### src/rtl/smb_pkg.sv
package smb_pkg;

  typedef enum logic [2:0] {
    ST_IDLE, ST_RX, ST_ACKWAIT, ST_ACK, ST_TX, ST_RACK, ST_RACKWAIT
  } fsm_st_t;

  typedef enum logic [1:0] {
    RL_ADDR, RL_INDEX, RL_COUNT, RL_DATA
  } role_t;

  // Power-up contents: enable registers all ones for implemented outputs,
  // length register at the top index, everything else zero.
  function automatic logic [7:0] reg_default(int idx, int nregs, int nout,
                                             logic [7:0] defcnt);
    logic [7:0] v;
    v = 8'h00;
    if (idx == nregs - 1) v = defcnt;
    else begin
      for (int b = 0; b < 8; b++)
        if (idx * 8 + b < nout) v[b] = 1'b1;
    end
    return v;
  endfunction

endpackage

### src/rtl/smb_line_sync.sv
module smb_line_sync (
  input  logic clk,
  input  logic rst,
  input  logic scl_in,
  input  logic sda_in,
  output logic scl_lvl,
  output logic sda_lvl,
  output logic scl_rise,
  output logic scl_fall,
  output logic start_ev,
  output logic stop_ev
);
  logic scl_m, sda_m, scl_q, sda_q;

  always_ff @(posedge clk) begin
    if (rst) begin
      scl_m <= 1'b1; sda_m <= 1'b1;
      scl_lvl <= 1'b1; sda_lvl <= 1'b1;
      scl_q <= 1'b1; sda_q <= 1'b1;
    end else begin
      scl_m <= scl_in; sda_m <= sda_in;
      scl_lvl <= scl_m; sda_lvl <= sda_m;
      scl_q <= scl_lvl; sda_q <= sda_lvl;
    end
  end

  assign scl_rise = scl_lvl & ~scl_q;
  assign scl_fall = ~scl_lvl & scl_q;
  assign start_ev = scl_lvl & scl_q & sda_q & ~sda_lvl;
  assign stop_ev  = scl_lvl & scl_q & ~sda_q & sda_lvl;
endmodule

### src/rtl/smb_reg_bank.sv
module smb_reg_bank #(
  parameter int NUM_REGS = 9,
  parameter int NUM_OUT = 9,
  parameter int IDXW = 8,
  parameter logic [7:0] DEF_COUNT = 8'h08
) (
  input  logic            clk,
  input  logic            rst,
  input  logic            bus_we,
  input  logic [IDXW-1:0] bus_idx,
  input  logic [7:0]      bus_wdata,
  input  logic [IDXW-1:0] bus_ridx,
  output logic [7:0]      bus_rdata,
  output logic [7:0]      cnt_val,
  input  logic            loc_we,
  input  logic [IDXW-1:0] loc_idx,
  input  logic [7:0]      loc_wdata,
  output logic [7:0]      loc_rdata,
  output logic [NUM_OUT-1:0] en_bits
);
  import smb_pkg::*;
  localparam int CNT_IDX = NUM_REGS - 1;

  logic [NUM_REGS-1:0][7:0] regs;

  always_ff @(posedge clk) begin
    if (rst) begin
      for (int i = 0; i < NUM_REGS; i++)
        regs[i] <= reg_default(i, NUM_REGS, NUM_OUT, DEF_COUNT);
    end else begin
      for (int i = 0; i < NUM_REGS; i++) begin
        if (loc_we && loc_idx == IDXW'(i)) regs[i] <= loc_wdata;
        else if (bus_we && bus_idx == IDXW'(i)) regs[i] <= bus_wdata;
      end
    end
  end

  always_comb begin
    bus_rdata = 8'h00;
    for (int i = 0; i < NUM_REGS; i++)
      if (bus_ridx == IDXW'(i)) bus_rdata = regs[i];
  end

  always_ff @(posedge clk) begin
    if (rst) loc_rdata <= 8'h00;
    else begin
      loc_rdata <= 8'h00;
      for (int i = 0; i < NUM_REGS; i++)
        if (loc_idx == IDXW'(i)) loc_rdata <= regs[i];
    end
  end

  assign cnt_val = regs[CNT_IDX];

  for (genvar k = 0; k < NUM_OUT; k++) begin : g_en
    assign en_bits[k] = regs[k / 8][k % 8];
  end

  // an out-of-range bus write leaves the bank untouched
  assert_oor_discard_R6: assert property (@(posedge clk) disable iff (rst)
    (bus_we && bus_idx >= IDXW'(NUM_REGS) && !loc_we) |=> $stable(regs));
endmodule

### src/rtl/smb_proto_fsm.sv
module smb_proto_fsm #(
  parameter int IDXW = 8
) (
  input  logic            clk,
  input  logic            rst,
  input  logic            scl_lvl,
  input  logic            sda_lvl,
  input  logic            scl_rise,
  input  logic            scl_fall,
  input  logic            start_ev,
  input  logic            stop_ev,
  input  logic [6:0]      dev_addr,
  input  logic [7:0]      cnt_val,
  input  logic [7:0]      rd_data,
  output logic [IDXW-1:0] rd_idx,
  output logic            bus_we,
  output logic [IDXW-1:0] bus_idx,
  output logic [7:0]      bus_wdata,
  output logic            sda_pull
);
  import smb_pkg::*;

  fsm_st_t st;
  role_t   role;
  logic [2:0] bitcnt;
  logic [6:0] shreg;
  logic [7:0] txreg;
  logic [IDXW-1:0] idx;
  logic [7:0] wcnt;
  logic rw;
  logic [7:0] rx_byte;

  assign rx_byte = {shreg, sda_lvl};
  assign rd_idx  = idx;

  always_ff @(posedge clk) begin
    if (rst) begin
      st <= ST_IDLE; role <= RL_ADDR; bitcnt <= 3'd0; shreg <= 7'd0;
      txreg <= 8'd0; idx <= '0; wcnt <= 8'd0; rw <= 1'b0;
      sda_pull <= 1'b0; bus_we <= 1'b0; bus_idx <= '0; bus_wdata <= 8'd0;
    end else begin
      bus_we <= 1'b0;
      if (stop_ev) begin
        st <= ST_IDLE; sda_pull <= 1'b0;
      end else if (start_ev) begin
        st <= ST_RX; role <= RL_ADDR; bitcnt <= 3'd0; sda_pull <= 1'b0;
      end else begin
        case (st)
          ST_RX: if (scl_rise) begin
            shreg  <= rx_byte[6:0];
            bitcnt <= bitcnt + 3'd1;
            if (bitcnt == 3'd7) begin
              case (role)
                RL_ADDR: begin
                  if (rx_byte[7:1] == dev_addr) begin
                    rw <= rx_byte[0]; st <= ST_ACKWAIT;
                  end else st <= ST_IDLE;
                end
                RL_INDEX: begin idx <= IDXW'(rx_byte); st <= ST_ACKWAIT; end
                RL_COUNT: begin wcnt <= rx_byte; st <= ST_ACKWAIT; end
                default: begin
                  if (wcnt != 8'd0) begin
                    bus_we <= 1'b1; bus_idx <= idx; bus_wdata <= rx_byte;
                    idx <= idx + IDXW'(1); wcnt <= wcnt - 8'd1;
                    st <= ST_ACKWAIT;
                  end else st <= ST_IDLE;
                end
              endcase
            end
          end
          ST_ACKWAIT: if (scl_fall) begin
            sda_pull <= 1'b1; st <= ST_ACK;
          end
          ST_ACK: if (scl_fall) begin
            bitcnt <= 3'd0;
            if (role == RL_ADDR && rw) begin
              txreg <= cnt_val; sda_pull <= ~cnt_val[7]; st <= ST_TX;
            end else begin
              sda_pull <= 1'b0; st <= ST_RX;
              case (role)
                RL_ADDR:  role <= RL_INDEX;
                RL_INDEX: role <= RL_COUNT;
                default:  role <= RL_DATA;
              endcase
            end
          end
          ST_TX: if (scl_fall) begin
            if (bitcnt == 3'd7) begin
              sda_pull <= 1'b0; st <= ST_RACK;
            end else begin
              txreg <= {txreg[6:0], 1'b0}; sda_pull <= ~txreg[6];
              bitcnt <= bitcnt + 3'd1;
            end
          end
          ST_RACK: if (scl_rise) st <= sda_lvl ? ST_IDLE : ST_RACKWAIT;
          ST_RACKWAIT: if (scl_fall) begin
            txreg <= rd_data; sda_pull <= ~rd_data[7];
            idx <= idx + IDXW'(1); bitcnt <= 3'd0; st <= ST_TX;
          end
          default: sda_pull <= 1'b0;
        endcase
      end
    end
  end

  // the target begins pulling SDA only while SCL is low
  assert_pull_scl_low_R12: assert property (@(posedge clk) disable iff (rst)
    $rose(sda_pull) |-> !scl_lvl);

  // a stop always leaves SDA released on the next cycle
  assert_stop_release_R9: assert property (@(posedge clk) disable iff (rst)
    stop_ev |=> !sda_pull);
endmodule

### src/rtl/smb_idx_regs.sv
module smb_idx_regs #(
  parameter int NUM_OUT = 9,
  parameter int NUM_REGS = 9,
  parameter int IDXW = 8,
  parameter logic [7:0] DEF_COUNT = 8'h08,
  parameter logic [6:0] ADDR_A = 7'h68,
  parameter logic [6:0] ADDR_B = 7'h69,
  parameter logic [6:0] ADDR_C = 7'h6A
) (
  input  logic               clk,
  input  logic               rst,
  input  logic               scl_in,
  input  logic               sda_in,
  output logic               sda_pull,
  input  logic [1:0]         addr_sel,
  input  logic [NUM_OUT-1:0] oe_pin_n,
  output logic [NUM_OUT-1:0] out_en,
  input  logic               loc_we,
  input  logic [IDXW-1:0]    loc_idx,
  input  logic [7:0]         loc_wdata,
  output logic [7:0]         loc_rdata
);
  logic scl_lvl, sda_lvl, scl_rise, scl_fall, start_ev, stop_ev;
  logic bus_we;
  logic [IDXW-1:0] bus_idx, rd_idx;
  logic [7:0] bus_wdata, rd_data, cnt_val;
  logic [NUM_OUT-1:0] en_bits;
  logic [6:0] dev_addr;
  logic sel_done;

  always_ff @(posedge clk) begin
    if (rst) begin
      sel_done <= 1'b0; dev_addr <= ADDR_A;
    end else if (!sel_done) begin
      sel_done <= 1'b1;
      case (addr_sel)
        2'd0:    dev_addr <= ADDR_A;
        2'd1:    dev_addr <= ADDR_B;
        default: dev_addr <= ADDR_C;
      endcase
    end
  end

  always_ff @(posedge clk) begin
    if (rst) out_en <= '0;
    else     out_en <= en_bits & ~oe_pin_n;
  end

  smb_line_sync u_sync (
    .clk(clk), .rst(rst), .scl_in(scl_in), .sda_in(sda_in),
    .scl_lvl(scl_lvl), .sda_lvl(sda_lvl), .scl_rise(scl_rise),
    .scl_fall(scl_fall), .start_ev(start_ev), .stop_ev(stop_ev)
  );

  smb_proto_fsm #(.IDXW(IDXW)) u_fsm (
    .clk(clk), .rst(rst), .scl_lvl(scl_lvl), .sda_lvl(sda_lvl),
    .scl_rise(scl_rise), .scl_fall(scl_fall), .start_ev(start_ev),
    .stop_ev(stop_ev), .dev_addr(dev_addr), .cnt_val(cnt_val),
    .rd_data(rd_data), .rd_idx(rd_idx), .bus_we(bus_we),
    .bus_idx(bus_idx), .bus_wdata(bus_wdata), .sda_pull(sda_pull)
  );

  smb_reg_bank #(.NUM_REGS(NUM_REGS), .NUM_OUT(NUM_OUT), .IDXW(IDXW),
                 .DEF_COUNT(DEF_COUNT)) u_bank (
    .clk(clk), .rst(rst), .bus_we(bus_we), .bus_idx(bus_idx),
    .bus_wdata(bus_wdata), .bus_ridx(rd_idx), .bus_rdata(rd_data),
    .cnt_val(cnt_val), .loc_we(loc_we), .loc_idx(loc_idx),
    .loc_wdata(loc_wdata), .loc_rdata(loc_rdata), .en_bits(en_bits)
  );

  // once picked, the device address never moves until reset
  assert_addr_held_R2: assert property (@(posedge clk) disable iff (rst)
    (sel_done && $past(sel_done)) |-> $stable(dev_addr));

  // a deasserted hardware pin always forces its output enable low
  assert_pin_gates_R10: assert property (@(posedge clk) disable iff (rst)
    !$past(rst) |-> ((out_en & $past(oe_pin_n)) == '0));
endmodule

### config.mk
export PLATFORM = sky130hd
export DESIGN_NAME = smb_idx_regs
export DESIGN_NICKNAME = d
export VERILOG_FILES = /design/src/rtl/smb_pkg.sv /design/src/rtl/smb_line_sync.sv /design/src/rtl/smb_reg_bank.sv /design/src/rtl/smb_proto_fsm.sv /design/src/rtl/smb_idx_regs.sv
export SDC_FILE = /design/constraint.sdc
export NUM_CORES = 1
export LEC_CHECK = 0
export ABC_AREA = 1
export BUFFER_PORTS_ARGS = -buffer_cell sky130_fd_sc_hd__buf_2
export CORE_MARGIN = 8
export CORE_UTILIZATION = 28
export DETAILED_ROUTE_END_ITERATION = 16
export GPL_ROUTABILITY_DRIVEN = 0
export PLACE_DENSITY = 0.51
export SYNTH_ARGS = -nofsm -noshare
export SYNTH_HDL_FRONTEND = slang
export SYNTH_HIERARCHICAL = 1
export SYNTH_SLANG_ARGS = --single-unit
### constraint.sdc
create_clock -name clk -period 1.8 [get_ports clk]
set_clock_uncertainty 0.1 [all_clocks]
set_input_delay 0.36 -clock clk [delete_from_list [all_inputs] [get_ports clk]]
set_output_delay 0.36 -clock clk [all_outputs]
set_load 0.005 [all_outputs]
==> run summary <==
Summed over all nets, the switching power comes to 0.00225 W. The maximum number of pins on one net before global-route repair was 52; the number of clock sinks was 155. The area fraction in and, or, nand and nor cells after synthesis was 38.4%. The detailed router placed 10,000 vias in this run. The floorplan has 67 rows. The run gives 0 as the total of max-cap violations.

Relative to the synthesized area, the layout overhead comes to 27.3%. The clock root buffer was sky130_fd_sc_hd__clkbuf_16. For the sequential element share of the synthesized area, the log shows 33.1%. For this run, the total global-route usage over all layers was measured as 17.5%.

In this run, flip-flops and latches consume 43.1% of the power. Synthesis produced 1,456 cells. The total cell area at the placement stage is 10,900 um2.

Shortest period the worst path allows: 1.90 ns. The clock transition at the registers of the reported paths is 0.06 ns. Standard cell with the maximum stage delay on the critical path: sky130_fd_sc_hd__dfxtp_2. At the end of the flow, the number of nets in the layout was 1,670. Main combinational cell family by area after synthesis: simple AND/OR/NAND/NOR gates. The number of remaining DRC errors was 0; the actual slew at the worst max-slew pin was 0.589 ns.

Final worst hold slack: 0.0168 ns. The initial utilization of the core area, before any placement, comes to 28.2%. The count of different cell masters after synthesis was 45. In the final layout, the share of cells above drive strength 1 is 22.6%. The library cell with the largest summed area after synthesis is sky130_fd_sc_hd__dfxtp_1. The area share of the largest cell type after synthesis was 33.1%; the top-level I/O count was 50.

The power share of the clock group is 43.8%, and the multiplexer share of the synthesized area is 0%. Most frequently used flop master after synthesis: sky130_fd_sc_hd__dfxtp_1. The run gives 35.9% as the final core area utilization. Setup repair after global routing could not meet its margin everywhere. Data arrival time of the worst path: 2.17 ns. The mean instance size in the synthesized netlist works out to 6.44 um2. Clock latency on the worst-skew pair, taken at its later pin, is 0.44 ns. The number of global-route vias before repair is 9,402, and the y dimension of the die is 199 um. The logs give -0.0957 ns for the final critical-path setup slack and 8 for the first-pass detailed-route iteration total.

Net switching is 27.2% of the power. TritonCTS built the clock tree. The final critical path takes up 105% of the cycle.

Yosys mapped a number of flops with a built-in enable equal to 0. The tools report the leakage dissipation as 5.28 nW. The routed wire length is 34.4 mm. The final reports fail on negative setup slack. Walking the worst path, the cells encountered are nor2_4 > buf_4 > nand4_1 > nor2_1 > buf_4 > a21oi_2 > nand4_1 > nand2_1 > nand2_1 > nand2_1 > nand2_1 > a21oi_2 > nand2_1 > nand2_1 > nor2_1. The number of antenna violations at the first check in global routing is 0, and the largest fanout on the critical path is 8. Once layout is complete, the cells apart from fillers number 2,085.

By instance count, the cell type seen most on the critical path is sky130_fd_sc_hd__nand2_1. Setup violations remaining at the end of the flow were counted as 7. The number of clock buffers added by TritonCTS is 17. The worst-case IR drop observed on VDD is 0.679 mV. The critical path is of the flip-flop to flip-flop type. The worst setup path is captured at a flip-flop.

The number of antenna diodes in the final layout is 0. Combinational logic is responsible for 13.1% of the overall power. The cell area power density is 694 nW/um2, and the count of buffers from port buffering is 49.

For the critical path required time, the log shows 2.07 ns. The instance count after placement with tap cells included was 2,034; the post-synthesis sequential element count was 155. The Yosys step of the flow raised 6 warnings. CTS built an H-tree with a depth of 4. The detailed placer's ending HPWL was 26.0 mm; the number of buffers between clock root and the deepest sink was 2.

After synthesis, the cell types taking the most area are sky130_fd_sc_hd__dfxtp_1 (33%), sky130_fd_sc_hd__nand2_1 (16%), sky130_fd_sc_hd__o21ai_0 (6.8%). The detail route stage leaves a number of antenna-violating nets equal to 0. In this run the tightest slew margin relative to its limit is 60.7%. The mean routed wirelength per cell works out to 16.5 um. The floorplan step set the die width to 199 um.

Critical path launch point type: a flip-flop. Timing would allow up to 527 MHz. The number of endpoints with negative hold slack in the final report is 0, and the first-pass GRT wire length is 53.3 mm. The adder-cell share of the synthesized area was 1.33%; the largest stage delay on the critical path was 0.33 ns. Ratio of routed vias to standard cells: 4.81.

The total area inside the core boundary comes to 33,300 um2. The netlist area before placement is 9380 um2, and the pre-CTS setup slack is -0.161 ns. The run finished, with violations left.

Summed over all layers, the global routing overflow is 0. The synthesized netlist devotes 15.3% of its cell area to compound gates. The final-report max-slew violation count was 0; the cell internal power dissipation was 0.00603 W. The min-delay analysis places its worst path in the category input pin to flip-flop. The setup slack on the worst flop-to-flop path was -0.1 ns. In this run, the number of DRC markers left after iteration 0 of detailed routing was 883. The die covers 39,600 um2. Summing the areas of all xor and xnor instances in the mapped netlist gives 0.374% of the synthesized area.

The run gives 11,900 um2 as the design area. The fraction of registers with async set or reset after synthesis is 0%.
## power groups by stage
stage | Combinational [W] | Clock [W] | Sequential (W)
final | 0.00109 | 0.00362 | 0.00357
after global placement | 0.000984 | 0 | 0.00363
after floorplan | 0.000613 | 0 | 0.00363
after CTS | 0.00102 | 0.00371 | 0.00355
after detailed placement | 0.000992 | 0 | 0.00363
after global routing | 0.00122 | 0.00387 | 0.00357
## state kept, by name, summed over array words and instances (netlist names), 2 cells and up
register	count
u_fsm/bitcnt	3
u_fsm/bus_idx	8
u_bank/en_bits	9
out_en	9
u_bank/regs	55
u_bank/loc_rdata	8
u_bank/cnt_val	8
dev_addr	2
u_fsm/role	2
u_fsm/bus_wdata	8
u_fsm/rd_idx	8
u_fsm/st	3
u_fsm/txreg	7
u_fsm/wcnt	8
u_fsm/shreg	7
## metal layers
layer | vias to the layer above | GRT usage [%] | routed length, um
met4 | 0 | 6.34 | 1080
met3 | 61 | 4.67 | 2760
met1 | 4578 | 22.7 | 15200
met5 | - | 0 | 0
li1 | 5032 | - | -
met2 | 352 | 27.6 | 15400
## cell usage after synthesis, types with 9 or more instances
cell,n
sky130_fd_sc_hd__a21oi_1,85
sky130_fd_sc_hd__buf_2,9
sky130_fd_sc_hd__buf_4,22
sky130_fd_sc_hd__buf_6,12
sky130_fd_sc_hd__clkbuf_1,13
sky130_fd_sc_hd__dfxtp_1,155
sky130_fd_sc_hd__ha_1,10
sky130_fd_sc_hd__inv_1,162
sky130_fd_sc_hd__inv_2,11
sky130_fd_sc_hd__nand2_1,389
sky130_fd_sc_hd__nand2_2,9
sky130_fd_sc_hd__nand3_1,127
sky130_fd_sc_hd__nand4_1,25
sky130_fd_sc_hd__nor2_1,170
sky130_fd_sc_hd__nor2_2,9
sky130_fd_sc_hd__nor2_4,14
sky130_fd_sc_hd__nor3_1,13
sky130_fd_sc_hd__o211ai_1,20
sky130_fd_sc_hd__o21ai_0,128
sky130_fd_sc_hd__o21ai_1,10
## cells in the final DEF (no fill, tap or decap), types with 6 or more instances in the layout
cell type | synthesis | routed
sky130_fd_sc_hd__nand3_1 | 127 | 125
sky130_fd_sc_hd__nor3_1 | 13 | 8
sky130_fd_sc_hd__nand2_4 | 8 | 12
sky130_fd_sc_hd__buf_12 | 0 | 7
sky130_fd_sc_hd__dfxtp_2 | 0 | 12
sky130_fd_sc_hd__inv_2 | 11 | 23
sky130_fd_sc_hd__nor2_2 | 9 | 24
sky130_fd_sc_hd__o211ai_1 | 20 | 20
sky130_fd_sc_hd__dfxtp_1 | 155 | 140
sky130_fd_sc_hd__a31oi_1 | 7 | 7
sky130_fd_sc_hd__conb_1 | 2 | 12
sky130_fd_sc_hd__dlygate4sd3_1 | 0 | 10
sky130_fd_sc_hd__nor2_1 | 170 | 149
sky130_fd_sc_hd__nor2_4 | 14 | 20
sky130_fd_sc_hd__inv_1 | 162 | 149
sky130_fd_sc_hd__o221ai_1 | 6 | 6
sky130_fd_sc_hd__ha_1 | 10 | 6
sky130_fd_sc_hd__nor3_2 | 4 | 7
sky130_fd_sc_hd__nand4_1 | 25 | 25
sky130_fd_sc_hd__buf_2 | 9 | 50
sky130_fd_sc_hd__a21oi_1 | 85 | 81
sky130_fd_sc_hd__buf_4 | 22 | 126
sky130_fd_sc_hd__clkbuf_16 | 0 | 18
sky130_fd_sc_hd__buf_6 | 12 | 6
sky130_fd_sc_hd__o21ai_0 | 128 | 128
sky130_fd_sc_hd__nand2_2 | 9 | 21
sky130_fd_sc_hd__o21ai_1 | 10 | 8
sky130_fd_sc_hd__clkinv_2 | 0 | 6
sky130_fd_sc_hd__nand2_1 | 389 | 374
## area by class of cell
class                      instances  area [um2]
inverter                         175         667
multi-input combinational       1080        5510
fill                            3687       21300
clock buffer                      19         464
timing repair buffer             199        1500
tap                              448         561
clock inverter                     9        97.6
sequential                       155        3130
## worst paths after layout
check	start	end	depth (start not counted)
worst min register to register	u_sync/sda_m	u_sync/sda_lvl	1
worst max-delay path	u_fsm/rd_idx[7]	u_fsm/txreg[3]	15
worst min-delay path	sda_in	u_sync/sda_m	2
worst max register to register	u_fsm/rd_idx[7]	u_fsm/txreg[3]	15
## critical path: cells and delay by family, from the launching register on
| kind | cells | cell delay (ns) |
|---|---|---|
| and+or+nand+nor | 11 | 1.04 |
| AOI/OAI and AO/OA | 2 | 0.07 |
| DFF | 1 | 0.33 |
| buffers and inverters | 2 | 0.31 |
## what timing repair did
action | 4_1_cts | 5_1_grt
setup buffers | 0 | 11
pin swaps | 8 | 29
resized for setup | 23 | 77
hold buffers | 10 | 0
hold endpoints to repair | 10 | 0
gates cloned | 0 | 2
endpoints found under the setup margin | 13 | 82
## kinds of logic after synthesis
logic type	Yosys count
xor+xnor	4
simple gates	790
flops	155
compound gates	263
other cells	2
fa+ha+maj	10
buf+inv	232
## stage by stage
stage | setup TNS [ns] | power (W)
finish | -0.480 | 0.00828
global route | -1.34 | 0.00866
CTS | -0.445 | 0.00828
detailed placement | -2.34 | 0.00462
global placement | -1.23 | 0.00462
floorplan | 0 | 0.00424
No activity file was read; power rests on OpenSTA's default activity.
